### config.mk
export PLATFORM = sky130hd
export DESIGN_NAME = ctr_src_router
export DESIGN_NICKNAME = d
export VERILOG_FILES = /design/src/rtl/ctr_src_router.sv
export SDC_FILE = /design/constraint.sdc
export NUM_CORES = 1
export LEC_CHECK = 0
export ABC_AREA = 1
export ABC_CLOCK_PERIOD_IN_PS = 1100
export BUFFER_PORTS_ARGS = -buffer_cell sky130_fd_sc_hd__buf_2
export CAP_MARGIN = 20
export CELL_PAD_IN_SITES_DETAIL_PLACEMENT = 1
export CELL_PAD_IN_SITES_GLOBAL_PLACEMENT = 1
export CORE_MARGIN = 4
export CORE_UTILIZATION = 25
export CTS_CLUSTER_DIAMETER = 150
export DETAILED_ROUTE_END_ITERATION = 7
export PLACE_DENSITY_LB_ADDON = 0.05
export SLEW_MARGIN = 40
export SYNTH_ARGS = -nofsm -noshare
export SYNTH_HDL_FRONTEND = slang
export SYNTH_SLANG_ARGS = --single-unit
export TNS_END_PERCENT = 100
### constraint.sdc
create_clock -name clk -period 1.1 [get_ports clk]
set_input_delay 0.165 -clock clk [delete_from_list [all_inputs] [get_ports clk]]
set_output_delay 0.165 -clock clk [all_outputs]
set_load 0.02 [all_outputs]
### src/rtl/ctr_src_router.sv
module ctr_src_router #(
  parameter int NUM_PAIRS = 3,
  parameter int ADDR_W    = 5,
  parameter int CLK_BASE  = 24,
  localparam int NCHIP    = 2 * NUM_PAIRS,
  localparam int NCH      = 3 * NCHIP
) (
  input  logic              clk,
  input  logic              rst_n,
  input  logic              wr_en,
  input  logic [ADDR_W-1:0] wr_addr,
  input  logic [7:0]        wr_data,
  input  logic [4:0]        tb_tick,
  input  logic [NCH-1:0]    ext_clk_in,
  input  logic [NCHIP-1:0]  shared_clk_in,
  input  logic [NCH-1:0]    ext_gate_in,
  input  logic [NCH-1:0]    ctr_out,
  output logic [NCH-1:0]    clk_en,
  output logic [NCH-1:0]    gate,
  output logic [NCH-1:0]    clk_pin_oe,
  output logic [NCH-1:0]    clk_pin_out,
  output logic [NCH-1:0]    gate_pin_oe,
  output logic [NCH-1:0]    gate_pin_out
);
  localparam logic [ADDR_W-1:0] CB = ADDR_W'(CLK_BASE);
  localparam logic [ADDR_W-1:0] GB = ADDR_W'(CLK_BASE + NUM_PAIRS);
  localparam logic [ADDR_W-1:0] GE = ADDR_W'(CLK_BASE + 2 * NUM_PAIRS);

  logic [NCH-1:0][2:0] clk_code, gate_code;
  logic [NCH-1:0]      clk_wr, gate_wr, sel_lvl, lvl_q;

  wire clk_hit  = wr_en && wr_addr >= CB && wr_addr < GB;
  wire gate_hit = wr_en && wr_addr >= GB && wr_addr < GE;
  wire [ADDR_W-1:0] clk_grp  = wr_addr - CB;
  wire [ADDR_W-1:0] gate_grp = wr_addr - GB;

  function automatic logic pick_clk(input logic [2:0] code, input logic own,
                                    input logic [4:0] tick, input logic prev,
                                    input logic shared);
    case (code)
      3'd0: return own;
      3'd1: return tick[0];
      3'd2: return tick[1];
      3'd3: return tick[2];
      3'd4: return tick[3];
      3'd5: return tick[4];
      3'd6: return prev;
      default: return shared;
    endcase
  endfunction

  function automatic logic pick_gate(input logic [2:0] code, input logic own,
                                     input logic back2);
    case (code)
      3'd0: return 1'b1;
      3'd1: return 1'b0;
      3'd2: return own;
      3'd3: return ~back2;
      default: return 1'b0;
    endcase
  endfunction

  for (genvar i = 0; i < NCH; i++) begin : g_ch
    localparam int GRP   = i / 6;
    localparam int CHIP  = i / 3;
    localparam int HALF  = CHIP % 2;
    localparam int N     = i % 3;
    localparam int PREV1 = (i + NCH - 1) % NCH;
    localparam int PREV2 = (i + NCH - 2) % NCH;

    wire tgt = wr_data[5] == 1'(HALF) && wr_data[4:3] == 2'(N);
    assign clk_wr[i]  = clk_hit  && clk_grp  == ADDR_W'(GRP) && tgt;
    assign gate_wr[i] = gate_hit && gate_grp == ADDR_W'(GRP) && tgt;

    assign sel_lvl[i] = pick_clk(clk_code[i], ext_clk_in[i], tb_tick,
                                 ctr_out[PREV1], shared_clk_in[CHIP]);
    assign gate[i]    = pick_gate(gate_code[i], ext_gate_in[i], ctr_out[PREV2]);

    assign clk_pin_oe[i]  = clk_code[i] != 3'd0;
    assign gate_pin_oe[i] = gate_code[i] != 3'd2;
  end

  always_ff @(posedge clk or negedge rst_n) begin
    if (!rst_n) begin
      clk_code  <= '0;
      gate_code <= '0;
      lvl_q     <= '1;
    end else begin
      lvl_q <= sel_lvl;
      for (int i = 0; i < NCH; i++) begin
        if (clk_wr[i])  clk_code[i]  <= wr_data[2:0];
        if (gate_wr[i]) gate_code[i] <= wr_data[2:0];
      end
    end
  end

  assign clk_en       = sel_lvl & ~lvl_q;
  assign clk_pin_out  = sel_lvl;
  assign gate_pin_out = gate;
endmodule

==> impl_metrics.xml, run 1 <==
<?xml version="1.0" encoding="UTF-8"?>
<metrics>
  <group name="sta">
    <metric name="max_freq" unit="GHz">0.569</metric>
    <metric name="final-setup-viol-count" unit="">125</metric>
    <metric name="endpoints_failing_hold" unit="">0</metric>
    <metric name="max_slew_violation_count" unit="">0</metric>
    <metric name="setup_ws" unit="ns">-0.657</metric>
    <metric name="max_slew.worst_pin.slew" unit="ns">0.341</metric>
    <metric name="rsz0062_at_grt" unit="">yes</metric>
    <metric name="timing.clock.skew" unit="ns">0.0135</metric>
    <metric name="hold_ws" unit="ns">0.0865</metric>
    <metric name="timing.max_slew.rel_slack" unit="%">77.3</metric>
    <metric name="timing.final.crit_share" unit="%">160</metric>
    <metric name="post-route-min-period" unit="ns">1.76</metric>
  </group>
  <group name="floorplanning">
    <metric name="die_width" unit="um">185</metric>
    <metric name="fp.coreArea" unit="sq um">30700</metric>
    <metric name="io_pins" unit="">189</metric>
    <metric name="std_cell_rows" unit="">64</metric>
    <metric name="dieArea" unit="sq um">34200</metric>
    <metric name="initial_core_util" unit="%">25.4</metric>
    <metric name="die-height" unit="um">185</metric>
  </group>
  <group name="drt">
    <metric name="routed_wl" unit="um">33300</metric>
    <metric name="drc" unit="">0</metric>
    <metric name="avgViaCountPerCell" unit="">4.78</metric>
    <metric name="drt-pass1-iter-count" unit="">5</metric>
    <metric name="final_antenna_net_count" unit="">0</metric>
    <metric name="drtIter0Drc" unit="">332</metric>
    <metric name="route.vias.total" unit="">9306</metric>
    <metric name="drt-wirelength-per-cell" unit="um">17.1</metric>
  </group>
  <group name="critical_path">
    <metric name="criticalPathCategory" unit="">reg2out</metric>
    <metric name="path_common_cell" unit="">sky130_fd_sc_hd__nor2_4</metric>
    <metric name="end_kind" unit="">primary output</metric>
    <metric name="reg2reg_to" unit="">lvl_q[10]</metric>
    <metric name="cp_data_arrival_time" unit="ns">1.59</metric>
    <metric name="crit_start_category" unit="">flop</metric>
    <metric name="timing.reg2reg.setup_slack" unit="ns">-0.22</metric>
    <metric name="critical-path-slowest-cell" unit="">sky130_fd_sc_hd__dfrtp_2</metric>
    <metric name="worst-path-max-fanout" unit="">6</metric>
    <metric name="worstRegToRegCells" unit="">9</metric>
    <metric name="regToRegStartpoint" unit="">clk_code[30]</metric>
    <metric name="worstPathCellList" unit="">nor2_4 &gt; nand2_1 &gt; nand3_2 &gt; nand2_2 &gt; nand2_2 &gt; nor2_4 &gt; nor2_4 &gt; buf_6</metric>
    <metric name="timing.critical_path.slowest_cell_delay" unit="ns">0.48</metric>
    <metric name="worst_path_required" unit="ns">0.94</metric>
  </group>
  <group name="clock_tree">
    <metric name="cts.reportedPaths.clkPinSlew" unit="ns">0.07</metric>
    <metric name="tritoncts_clock_tree" unit="">yes</metric>
    <metric name="cts.path.max_buffers" unit="">2</metric>
    <metric name="htree_levels" unit="">4</metric>
    <metric name="cts.sink_count" unit="">126</metric>
    <metric name="cts-root-buf" unit="">sky130_fd_sc_hd__clkbuf_16</metric>
    <metric name="clock_insertion_delay_worst_skew" unit="ns">0.42</metric>
    <metric name="numCtsBuffers" unit="">17</metric>
  </group>
  <group name="logic_synthesis">
    <metric name="yosysTopAreaCellShare" unit="%">34.5</metric>
    <metric name="synth.ff_latch_count" unit="">126</metric>
    <metric name="synthDistinctLibCells" unit="">29</metric>
    <metric name="synth_top_family_by_area" unit="">simple AND/OR/NAND/NOR gates</metric>
    <metric name="synth.mux.area_fraction" unit="%">0</metric>
    <metric name="post_synth_fa_ha_maj_area_fraction" unit="%">0.160</metric>
    <metric name="yosys-top-cells-area" unit="">sky130_fd_sc_hd__dfrtp_1 35%, sky130_fd_sc_hd__nand2_1 17%, sky130_fd_sc_hd__nand4_1 11%, sky130_fd_sc_hd__nand3_1 7.5%, sky130_fd_sc_hd__inv_1 6.5%</metric>
    <metric name="syn_area_per_cell" unit="sq um">6.99</metric>
    <metric name="yosys.area_share.simple" unit="%">42.1</metric>
    <metric name="synth_xor_area_share" unit="%">0</metric>
    <metric name="post_synth_inst_count" unit="">1120</metric>
    <metric name="synth_compound_area_share" unit="%">5.47</metric>
    <metric name="synth_area" unit="sq um">7830</metric>
    <metric name="mappedNetlistNets" unit="">1202</metric>
    <metric name="synthDominantAreaCellType" unit="">sky130_fd_sc_hd__dfrtp_1</metric>
    <metric name="synth_warnings" unit="">0</metric>
    <metric name="sequential_share_of_the_synthesized_area" unit="%">40.6</metric>
  </group>
  <group name="pwr">
    <metric name="cellLeakagePower" unit="nW">6.72</metric>
    <metric name="power.total" unit="W">0.0129</metric>
    <metric name="vdd_drop_max" unit="V">0.00100</metric>
    <metric name="power_density" unit="nW/um^2">888</metric>
  </group>
  <group name="placement">
    <metric name="detailed_place_hpwl" unit="um">23500</metric>
    <metric name="gpl.final_weighted_congestion" unit="">0.795</metric>
    <metric name="buffer_ports.inserted" unit="">186</metric>
  </group>
  <group name="run_status">
    <metric name="violations" unit="">setup timing</metric>
    <metric name="status" unit="">finished with violations</metric>
  </group>
  <group name="grt">
    <metric name="grt_first_pass_wirelength" unit="um">53300</metric>
    <metric name="grt_overflow_total" unit="">0</metric>
    <metric name="grt_max_degree" unit="">40</metric>
    <metric name="grt_antenna_before_repair" unit="">2</metric>
    <metric name="first_global_vias" unit="">9917</metric>
    <metric name="gr_util_all_layers" unit="%">19.4</metric>
  </group>
  <group name="worst_hold_path">
    <metric name="hold_depth" unit="">3</metric>
    <metric name="hp-start" unit="">wr_data[1]</metric>
    <metric name="path_category_of_the_worst_min_delay_check" unit="">in2reg</metric>
    <metric name="timing.hold.worst_endpoint" unit="">clk_code[49]</metric>
  </group>
  <group name="layout">
    <metric name="layout-drive-gt1-share" unit="%">62.2</metric>
    <metric name="nets" unit="">1620</metric>
    <metric name="area_delta_synth_final" unit="%">86.2</metric>
    <metric name="num_antenna_cells" unit="">0</metric>
  </group>
  <group name="flow_run">
    <metric name="maxCapViolations" unit="">0</metric>
  </group>
</metrics>
## layer usage
layer | wire, um | GRT usage, % | up-vias
met1 | 15400 | 25.8 | 4589
met2 | 16600 | 33.6 | 137
met4 | 265 | 3.90 | 4
met3 | 1010 | 3.22 | 20
met5 | 23 | 0 | -
li1 | - | - | 4556
## through the flow
| stage | setup TNS, ns | util, % | area, sq um | worst slack (ns) | cells |
|---|---|---|---|---|---|
| 3_5_place_dp | -40.61 | 37.5 | 11500 | -0.392 | 1833 |
| 2_1_floorplan | -5.93 | - | 8780 | -0.271 | 1120 |
| 5_1_grt | -62.95 | 47.4 | 14600 | -0.769 | 1947 |
| 3_3_place_gp | -38.24 | 37.5 | 11500 | -0.347 | 1833 |
| 4_1_cts | -56.99 | 45.6 | 14000 | -0.701 | 1937 |
| 6_report | -53.85 | 47.4 | 14600 | -0.657 | 1947 |
## synthesized netlist by cell type
cell,number
sky130_fd_sc_hd__or2_2,1
sky130_fd_sc_hd__nand3_1,117
sky130_fd_sc_hd__clkinv_1,5
sky130_fd_sc_hd__dfstp_2,18
sky130_fd_sc_hd__nor3_2,6
sky130_fd_sc_hd__a21oi_1,13
sky130_fd_sc_hd__nand4_1,138
sky130_fd_sc_hd__nand3b_1,1
sky130_fd_sc_hd__o32ai_1,16
sky130_fd_sc_hd__nor4_4,1
sky130_fd_sc_hd__buf_1,3
sky130_fd_sc_hd__o21ai_0,35
sky130_fd_sc_hd__ha_1,1
sky130_fd_sc_hd__o221ai_1,1
sky130_fd_sc_hd__a21boi_0,2
sky130_fd_sc_hd__nor2_1,88
sky130_fd_sc_hd__buf_6,5
sky130_fd_sc_hd__buf_4,22
sky130_fd_sc_hd__buf_2,17
sky130_fd_sc_hd__nand2_1,356
sky130_fd_sc_hd__a21oi_4,1
sky130_fd_sc_hd__nor2_4,1
sky130_fd_sc_hd__o21a_1,1
sky130_fd_sc_hd__nor2_2,6
sky130_fd_sc_hd__nand2_2,3
sky130_fd_sc_hd__dfrtp_1,108
sky130_fd_sc_hd__clkbuf_1,17
sky130_fd_sc_hd__inv_1,136
sky130_fd_sc_hd__nand3b_4,1
## cells in the final DEF (no fill, tap or decap), types with 45 or more instances in the layout
| cell type | n |
|---|---|
| sky130_fd_sc_hd__buf_2 | 77 |
| sky130_fd_sc_hd__buf_4 | 169 |
| sky130_fd_sc_hd__buf_6 | 187 |
| sky130_fd_sc_hd__dfrtp_2 | 76 |
| sky130_fd_sc_hd__inv_1 | 47 |
| sky130_fd_sc_hd__inv_2 | 85 |
| sky130_fd_sc_hd__nand2_1 | 263 |
| sky130_fd_sc_hd__nand2_2 | 84 |
| sky130_fd_sc_hd__nand3_1 | 72 |
| sky130_fd_sc_hd__nand3_2 | 45 |
| sky130_fd_sc_hd__nand4_1 | 138 |
| sky130_fd_sc_hd__nor2_4 | 69 |
## sequential cells by signal, summed over array words and instances (netlist names)
| name | count |
|---|---|
| lvl_q | 18 |
| clk_code | 54 |
| gate_code | 54 |
## area by class of cell
type | count | area, sq um
clock buffers | 22 | 474
well taps | 396 | 495
fillers | 3589 | 16200
clock inverters | 10 | 115
repair buffers | 463 | 4360
inverters | 141 | 542
flip-flops and latches | 126 | 3270
multi-input cells | 789 | 5320
## logic make-up (layout without fill, tap and decap cells)
group	Yosys count	after routing
buffers and inverters	205	636
AO/OA/AOI/OAI	69	69
flip-flops	126	126
AND/OR/NAND/NOR	719	719
adder cells (fa/ha/maj)	1	1
## how the worst max path moves through the flow
stage / from / endpoint / slack, ns / cells after the start
5_1_grt: clk_code[30] / clk_en[10] / -0.77 / 8
2_1_floorplan: gate_code[6] / gate_pin_out[2] / -0.27 / 3
3_5_place_dp: wr_addr[3] / clk_code[49] / -0.39 / 7
3_3_place_gp: wr_addr[3] / clk_code[43] / -0.35 / 7
4_1_cts: clk_code[3] / clk_en[1] / -0.70 / 8
6_report: clk_code[30] / clk_en[10] / -0.66 / 8
## power breakdown
part | internal, W | leakage, nW | switching, W
combinational | 0.00104 | 4.94 | 0.00122
sequential | 0.00474 | 1.49 | 0.000107
clock | 0.00352 | 0.282 | 0.00232
total | 0.00930 | 6.72 | 0.00364
## critical path: cells and delay by family, from the launching register on
family	cells	cell delay, ns
buffers and inverters	1	0.12
AND/OR/NAND/NOR	7	0.57
flip-flops	1	0.48
## what timing repair did
item | CTS | global route
setup buffers | 94 | 44
setup endpoints to repair | 125 | 133
hold buffers | 1 | 0
cloned | 0 | 1
resized for setup | 494 | 158
pin swaps | 106 | 107
endpoints found under the hold margin | 110 | 0
Note: power is estimated with default switching activity, not from simulation.
==> run 2, diff against run 1 <==
--- a/config.mk
+++ b/config.mk
@@ -6,7 +6,7 @@
 export NUM_CORES = 1
 export LEC_CHECK = 0
 export ABC_AREA = 1
-export ABC_CLOCK_PERIOD_IN_PS = 1100
+export ABC_CLOCK_PERIOD_IN_PS = 1700
 export BUFFER_PORTS_ARGS = -buffer_cell sky130_fd_sc_hd__buf_2
 export CAP_MARGIN = 20
 export CELL_PAD_IN_SITES_DETAIL_PLACEMENT = 1
==> constraint.sdc (replaced) <==
create_clock -name clk -period 1.7 [get_ports clk]
set_input_delay 0.255 -clock clk [delete_from_list [all_inputs] [get_ports clk]]
set_output_delay 0.255 -clock clk [all_outputs]
set_load 0.02 [all_outputs]
==> impl_metrics.xml, run 2 (synthesis results as in run 1) <==
<?xml version="1.0" encoding="UTF-8"?>
<metrics>
  <group name="run_status">
    <metric name="status" unit="">finished with violations</metric>
    <metric name="violations" unit="">setup timing</metric>
  </group>
  <group name="critical_path">
    <metric name="critical-path-slowest-cell" unit="">sky130_fd_sc_hd__dfrtp_2</metric>
    <metric name="timing.critical_path.slowest_cell_delay" unit="ns">0.46</metric>
    <metric name="end_kind" unit="">primary output</metric>
    <metric name="crit_start_category" unit="">flop</metric>
    <metric name="cp_data_arrival_time" unit="ns">1.62</metric>
    <metric name="criticalPathCategory" unit="">reg2out</metric>
    <metric name="worstPathCellList" unit="">nor2_4 &gt; nand2_2 &gt; nand3_2 &gt; nand2_1 &gt; nand2_1 &gt; nor2_2 &gt; nor2_2 &gt; buf_6</metric>
    <metric name="crit_buf_inv" unit="">1</metric>
    <metric name="worst-path-max-fanout" unit="">5</metric>
    <metric name="worst_path_required" unit="ns">1.44</metric>
    <metric name="cell_class_contributing_the_biggest_share_of_worst_path_delay" unit="">simple AND/OR/NAND/NOR gates</metric>
  </group>
  <group name="drt">
    <metric name="drtIter0Drc" unit="">320</metric>
    <metric name="drt-pass1-iter-count" unit="">4</metric>
    <metric name="avgViaCountPerCell" unit="">4.78</metric>
    <metric name="final_antenna_net_count" unit="">0</metric>
    <metric name="drt-wirelength-per-cell" unit="um">17.4</metric>
    <metric name="drc" unit="">0</metric>
    <metric name="route.vias.total" unit="">8821</metric>
    <metric name="routed_wl" unit="um">32200</metric>
  </group>
  <group name="grt">
    <metric name="grt_antenna_before_repair" unit="">1</metric>
    <metric name="gr_util_all_layers" unit="%">18.7</metric>
    <metric name="grt_first_pass_wirelength" unit="um">50400</metric>
    <metric name="grt_overflow_total" unit="">0</metric>
    <metric name="first_global_vias" unit="">9185</metric>
    <metric name="grt_max_degree" unit="">42</metric>
  </group>
  <group name="floorplanning">
    <metric name="dieArea" unit="sq um">34200</metric>
    <metric name="initial_core_util" unit="%">25.4</metric>
    <metric name="std_cell_rows" unit="">64</metric>
    <metric name="die-height" unit="um">185</metric>
    <metric name="die_width" unit="um">185</metric>
    <metric name="fp.coreArea" unit="sq um">30700</metric>
    <metric name="io_pins" unit="">189</metric>
  </group>
  <group name="pwr">
    <metric name="power.share.clock" unit="%">46.5</metric>
    <metric name="power_frac_comb" unit="%">15.1</metric>
    <metric name="cell_internal_pwr" unit="W">0.00581</metric>
    <metric name="power.total" unit="W">0.00813</metric>
    <metric name="switching_share" unit="%">28.4</metric>
    <metric name="power_density" unit="nW/um^2">655</metric>
    <metric name="p_seq_share" unit="%">38.4</metric>
    <metric name="cellLeakagePower" unit="nW">5.94</metric>
    <metric name="vdd_drop_max" unit="V">0.000567</metric>
    <metric name="switching_power" unit="W">0.00231</metric>
  </group>
  <group name="layout">
    <metric name="nets" unit="">1519</metric>
    <metric name="layout.cells.most_common_list" unit="">323 x sky130_fd_sc_hd__nand2_1, 165 x sky130_fd_sc_hd__buf_4, 138 x sky130_fd_sc_hd__nand4_1</metric>
    <metric name="num_antenna_cells" unit="">0</metric>
    <metric name="fin_cells" unit="">1846</metric>
    <metric name="leading_cell_type_in_the_layout_fill_and_taps_excluded" unit="">sky130_fd_sc_hd__nand2_1</metric>
    <metric name="fillers" unit="">3789</metric>
    <metric name="area_delta_synth_final" unit="%">58.5</metric>
    <metric name="layout-drive-gt1-share" unit="%">49.4</metric>
    <metric name="largest_registers" unit="">clk_code: 54 flops, gate_code: 54 flops, lvl_q: 18 flops</metric>
  </group>
  <group name="clock_tree">
    <metric name="cts.sink_count" unit="">126</metric>
    <metric name="cts.path.max_buffers" unit="">2</metric>
    <metric name="numCtsBuffers" unit="">17</metric>
    <metric name="tritoncts_clock_tree" unit="">yes</metric>
    <metric name="cts.reportedPaths.clkPinSlew" unit="ns">0.07</metric>
    <metric name="clock_insertion_delay_worst_skew" unit="ns">0.43</metric>
    <metric name="cts-root-buf" unit="">sky130_fd_sc_hd__clkbuf_16</metric>
    <metric name="htree_levels" unit="">4</metric>
  </group>
  <group name="sta">
    <metric name="timing.final.crit_share" unit="%">111</metric>
    <metric name="rsz0062_at_grt" unit="">yes</metric>
    <metric name="max_slew.worst_pin.slew" unit="ns">0.663</metric>
    <metric name="timing.clock.skew" unit="ns">0.00942</metric>
    <metric name="max_freq" unit="GHz">0.532</metric>
    <metric name="hold_ws" unit="ns">0.203</metric>
    <metric name="endpoints_failing_hold" unit="">0</metric>
    <metric name="post-route-min-period" unit="ns">1.88</metric>
    <metric name="max_slew_violation_count" unit="">0</metric>
    <metric name="timing.max_slew.rel_slack" unit="%">55.8</metric>
    <metric name="setup_ws" unit="ns">-0.180</metric>
    <metric name="final-setup-viol-count" unit="">36</metric>
  </group>
  <group name="placement">
    <metric name="buffer_ports.inserted" unit="">186</metric>
    <metric name="gpl.final_weighted_congestion" unit="">0.769</metric>
    <metric name="dp_slack" unit="ns">-0.00963</metric>
    <metric name="dp.cells" unit="">1686</metric>
    <metric name="detailed_place_hpwl" unit="um">21700</metric>
  </group>
  <group name="flow_run">
    <metric name="maxCapViolations" unit="">0</metric>
  </group>
  <group name="worst_hold_path">
    <metric name="path_category_of_the_worst_min_delay_check" unit="">in2reg</metric>
  </group>
</metrics>
run 2: power groups by stage:
stage                     Sequential (W)  Clock (W)  Combinational, W
after global routing             0.00313    0.00402           0.00133
after floorplan                  0.00315          0          0.000454
after global placement           0.00316          0          0.000956
final                            0.00312    0.00378           0.00123
after detailed placement         0.00316          0          0.000959
after CTS                        0.00311    0.00389           0.00115
run 2: timing repair:
| action | CTS | global route |
|---|---|---|
| hold buffers | 1 | 0 |
| pin swaps | 59 | 84 |
| cloned | 0 | 0 |
| endpoints found under the hold margin | 19 | 0 |
| gates resized for setup | 298 | 194 |
| setup buffers | 100 | 45 |
| setup endpoints to repair | 68 | 82 |
run 2: area by class of cell:
cell class | instances | area (sq um) | share of cell area (%)
clock inverters | 13 | 140 | 1.13
clock buffers | 19 | 453 | 3.65
well taps | 396 | 495 | 4.00
flip-flops and latches | 126 | 3240 | 26.1
repair buffers | 362 | 2920 | 23.5
multi-input cells | 789 | 4630 | 37.3
inverters | 141 | 534 | 4.31
run 2: path summary, 6_finish.rpt:
path,slack [ns],startpoint,depth (start not counted),end
worst max-delay path,-0.18,clk_code[10],8,clk_en[3]
worst min-delay path,0.20,ext_clk_in[12],5,lvl_q[12]
worst max register to register,0.07,clk_code[13],10,clk_code[13]
worst min register to register,0.48,gate_code[17],2,gate_code[17]
max in group asynchronous,0.80,rst_n,3,lvl_q[17]
min in group asynchronous,0.27,rst_n,2,clk_code[13]
run 2: worst reg2reg max path: stages (launching register included):
cell and delay, ns:
sky130_fd_sc_hd__dfrtp_2 0.47, sky130_fd_sc_hd__inv_4 0.06, sky130_fd_sc_hd__buf_6 0.12, sky130_fd_sc_hd__buf_6 0.10, sky130_fd_sc_hd__buf_4 0.12, sky130_fd_sc_hd__buf_4 0.12
sky130_fd_sc_hd__buf_4 0.12, sky130_fd_sc_hd__buf_4 0.12, sky130_fd_sc_hd__buf_6 0.10, sky130_fd_sc_hd__buf_6 0.11, sky130_fd_sc_hd__o21ai_4 0.12
run 2: per-stage QoR:
stage,util [%],cell area [sq um],TNS [ns]
2_1_floorplan,-,7830,0
3_3_place_gp,30.7,9450,-0.0850
3_5_place_dp,30.7,9450,-0.0209
4_1_cts,37.6,11600,-4.78
5_1_grt,40.3,12400,-8.94
6_report,40.3,12400,-4.10
run 2: per-layer routing:
layer	global-route usage, %	share of wire (%)
met1	25.5	47
met2	31.4	48
met3	2.87	3.1
met4	3.96	1.3
met5	0	0.037
==> run 3, diff against run 2 <==
--- a/config.mk
+++ b/config.mk
@@ -13,9 +13,9 @@
 export CELL_PAD_IN_SITES_GLOBAL_PLACEMENT = 1
 export CORE_MARGIN = 4
 export CORE_UTILIZATION = 25
-export CTS_CLUSTER_DIAMETER = 150
+export CTS_CLUSTER_DIAMETER = 50
 export DETAILED_ROUTE_END_ITERATION = 7
-export PLACE_DENSITY_LB_ADDON = 0.05
+export PLACE_DENSITY_LB_ADDON = 0.12
 export SLEW_MARGIN = 40
 export SYNTH_ARGS = -nofsm -noshare
 export SYNTH_HDL_FRONTEND = slang
==> impl_metrics.xml, run 3 (synthesis results as in run 1) <==
<?xml version="1.0" encoding="UTF-8"?>
<metrics>
  <group name="run_status">
    <metric name="status" unit="">finished with violations</metric>
    <metric name="violations" unit="">setup timing</metric>
  </group>
  <group name="drt">
    <metric name="drtIter0Drc" unit="">421</metric>
    <metric name="drt-wirelength-per-cell" unit="um">17.5</metric>
    <metric name="route.vias.total" unit="">9083</metric>
    <metric name="drc" unit="">0</metric>
    <metric name="routed_wl" unit="um">32800</metric>
    <metric name="final_antenna_net_count" unit="">0</metric>
    <metric name="avgViaCountPerCell" unit="">4.84</metric>
    <metric name="drt-pass1-iter-count" unit="">6</metric>
  </group>
  <group name="clock_tree">
    <metric name="cts-root-buf" unit="">sky130_fd_sc_hd__clkbuf_16</metric>
    <metric name="numCtsBuffers" unit="">17</metric>
    <metric name="htree_levels" unit="">4</metric>
    <metric name="cts.sink_count" unit="">126</metric>
    <metric name="cts.reportedPaths.clkPinSlew" unit="ns">0.06</metric>
    <metric name="clock_insertion_delay_worst_skew" unit="ns">0.42</metric>
    <metric name="cts.path.max_buffers" unit="">2</metric>
    <metric name="tritoncts_clock_tree" unit="">yes</metric>
  </group>
  <group name="grt">
    <metric name="grt_antenna_before_repair" unit="">2</metric>
    <metric name="grt_overflow_total" unit="">0</metric>
    <metric name="grt_max_degree" unit="">37</metric>
    <metric name="first_global_vias" unit="">9533</metric>
    <metric name="grt_first_pass_wirelength" unit="um">50500</metric>
    <metric name="gr_util_all_layers" unit="%">18.7</metric>
  </group>
  <group name="sta">
    <metric name="max_slew.worst_pin.slew" unit="ns">0.659</metric>
    <metric name="timing.final.crit_share" unit="%">111</metric>
    <metric name="post-route-min-period" unit="ns">1.88</metric>
    <metric name="endpoints_failing_hold" unit="">0</metric>
    <metric name="setup_ws" unit="ns">-0.179</metric>
    <metric name="rsz0062_at_grt" unit="">yes</metric>
    <metric name="timing.clock.skew" unit="ns">0.00748</metric>
    <metric name="timing.max_slew.rel_slack" unit="%">56.1</metric>
    <metric name="max_freq" unit="GHz">0.532</metric>
    <metric name="timing.setup.tns" unit="ns">-4.67</metric>
    <metric name="hold_ws" unit="ns">0.197</metric>
    <metric name="max_slew_violation_count" unit="">0</metric>
    <metric name="final-setup-viol-count" unit="">43</metric>
  </group>
  <group name="layout">
    <metric name="layout.cells.most_common_list" unit="">320 x sky130_fd_sc_hd__nand2_1, 183 x sky130_fd_sc_hd__buf_4, 138 x sky130_fd_sc_hd__nand4_1</metric>
    <metric name="fillers" unit="">3720</metric>
    <metric name="nets" unit="">1549</metric>
    <metric name="largest_registers" unit="">clk_code: 54 flops, gate_code: 54 flops, lvl_q: 18 flops</metric>
    <metric name="layout-drive-gt1-share" unit="%">51.1</metric>
    <metric name="area_delta_synth_final" unit="%">62.8</metric>
    <metric name="final_cell_area" unit="sq um">12700</metric>
    <metric name="num_antenna_cells" unit="">0</metric>
    <metric name="leading_cell_type_in_the_layout_fill_and_taps_excluded" unit="">sky130_fd_sc_hd__nand2_1</metric>
  </group>
  <group name="floorplanning">
    <metric name="fp.coreArea" unit="sq um">30700</metric>
    <metric name="std_cell_rows" unit="">64</metric>
    <metric name="die-height" unit="um">185</metric>
    <metric name="initial_core_util" unit="%">25.4</metric>
    <metric name="die_width" unit="um">185</metric>
    <metric name="dieArea" unit="sq um">34200</metric>
    <metric name="io_pins" unit="">189</metric>
  </group>
  <group name="critical_path">
    <metric name="reg2reg_to" unit="">lvl_q[3]</metric>
    <metric name="regToRegStartpoint" unit="">clk_code[9]</metric>
    <metric name="worstRegToRegCells" unit="">13</metric>
    <metric name="criticalPathCategory" unit="">reg2out</metric>
    <metric name="worst_path_required" unit="ns">1.44</metric>
    <metric name="worst-path-max-fanout" unit="">7</metric>
    <metric name="crit_start_category" unit="">flop</metric>
    <metric name="end_kind" unit="">primary output</metric>
    <metric name="timing.reg2reg.setup_slack" unit="ns">-0.08</metric>
    <metric name="cp_data_arrival_time" unit="ns">1.62</metric>
  </group>
  <group name="pwr">
    <metric name="vdd_drop_max" unit="V">0.000661</metric>
    <metric name="cellLeakagePower" unit="nW">6.10</metric>
    <metric name="power_density" unit="nW/um^2">657</metric>
    <metric name="power.total" unit="W">0.00836</metric>
  </group>
  <group name="worst_hold_path">
    <metric name="path_category_of_the_worst_min_delay_check" unit="">in2reg</metric>
    <metric name="hp-start" unit="">wr_data[0]</metric>
    <metric name="timing.hold.worst_endpoint" unit="">clk_code[24]</metric>
    <metric name="hold_depth" unit="">3</metric>
  </group>
  <group name="placement">
    <metric name="dp_slack" unit="ns">-0.0317</metric>
    <metric name="buffer_ports.inserted" unit="">186</metric>
    <metric name="gpl.final_weighted_congestion" unit="">0.784</metric>
    <metric name="detailed_place_hpwl" unit="um">22000</metric>
    <metric name="dpl_cell_area" unit="sq um">9500</metric>
  </group>
  <group name="flow_run">
    <metric name="maxCapViolations" unit="">0</metric>
  </group>
</metrics>
==> run 3: cell types whose count changed in the layout (fill, tap and decap cells not counted), moves of 5 or more <==
cell	before	now
sky130_fd_sc_hd__o21ai_1	11	5
sky130_fd_sc_hd__o21ai_2	5	13
sky130_fd_sc_hd__dfrtp_1	60	55
sky130_fd_sc_hd__dfrtp_2	48	53
sky130_fd_sc_hd__nor2_2	29	24
sky130_fd_sc_hd__buf_4	165	183
sky130_fd_sc_hd__buf_6	69	79
==> run 3: how the worst max path moves through the flow <==
stage                           end  cells past startpoint  slack (ns)          from
floorplan           gate_pin_out[2]                      3        0.04  gate_code[6]
global placement          clk_en[5]                      6       -0.02    tb_tick[1]
detailed placement      clk_code[5]                      9       -0.03    wr_addr[3]
CTS                       clk_en[2]                      8       -0.17   clk_code[7]
global route              clk_en[9]                      8       -0.31  clk_code[28]
finish                   clk_en[14]                      8       -0.18  clk_code[43]
==> run 3: power by group <==
group | internal, W | switching (W)
Clock | 0.00246 | 0.00152
Combinational | 0.000535 | 0.000733
Sequential | 0.00307 | 0.0000520
Total | 0.00606 | 0.00230
==> run 3: final cells by class <==
class	instances	area, sq um	share of cell area (%)
Multi-Input combinational cell	789	4650	36.5
Sequential cell	126	3240	25.4
Timing Repair Buffer	392	3200	25.2
Inverter	141	529	4.15
Tap cell	396	495	3.89
Clock buffer	18	429	3.37
Clock inverter	13	191	1.50
==> run 3: what timing repair did <==
item / 4_1_cts / 5_1_grt
gates resized for setup: 311 / 201
hold endpoints to repair: 19 / 0
hold buffers: 1 / 0
buffers inserted: 132 / 37
endpoints found under the setup margin: 66 / 84
pin swaps: 60 / 75
==> run 3: worst max-delay path, cell delays in order (launching register included) <==
cell	delay, ns
sky130_fd_sc_hd__dfrtp_2	0.47
sky130_fd_sc_hd__nor2_4	0.17
sky130_fd_sc_hd__nand2_1	0.06
sky130_fd_sc_hd__nand3_1	0.08
sky130_fd_sc_hd__nand2_1	0.05
sky130_fd_sc_hd__nand2_1	0.10
sky130_fd_sc_hd__nor2_4	0.05
sky130_fd_sc_hd__nor2_1	0.08
sky130_fd_sc_hd__buf_4	0.14
==> run 3: metrics by stage <==
step | utilization [%] | cells
floorplan | - | 1120
global placement | 30.9 | 1690
detailed placement | 30.9 | 1690
CTS | 38.7 | 1854
global route | 41.4 | 1875
finish | 41.4 | 1875
==> run 3: metal layers <==
layer / up-vias / track usage, % / routed length [um]
met1: 4483 / 23.9 / 14700
met3: 35 / 3.12 / 1170
met2: 143 / 32.9 / 16500
met4: 4 / 4.84 / 451
met5: - / 0 / 22
li1: 4418 / - / -
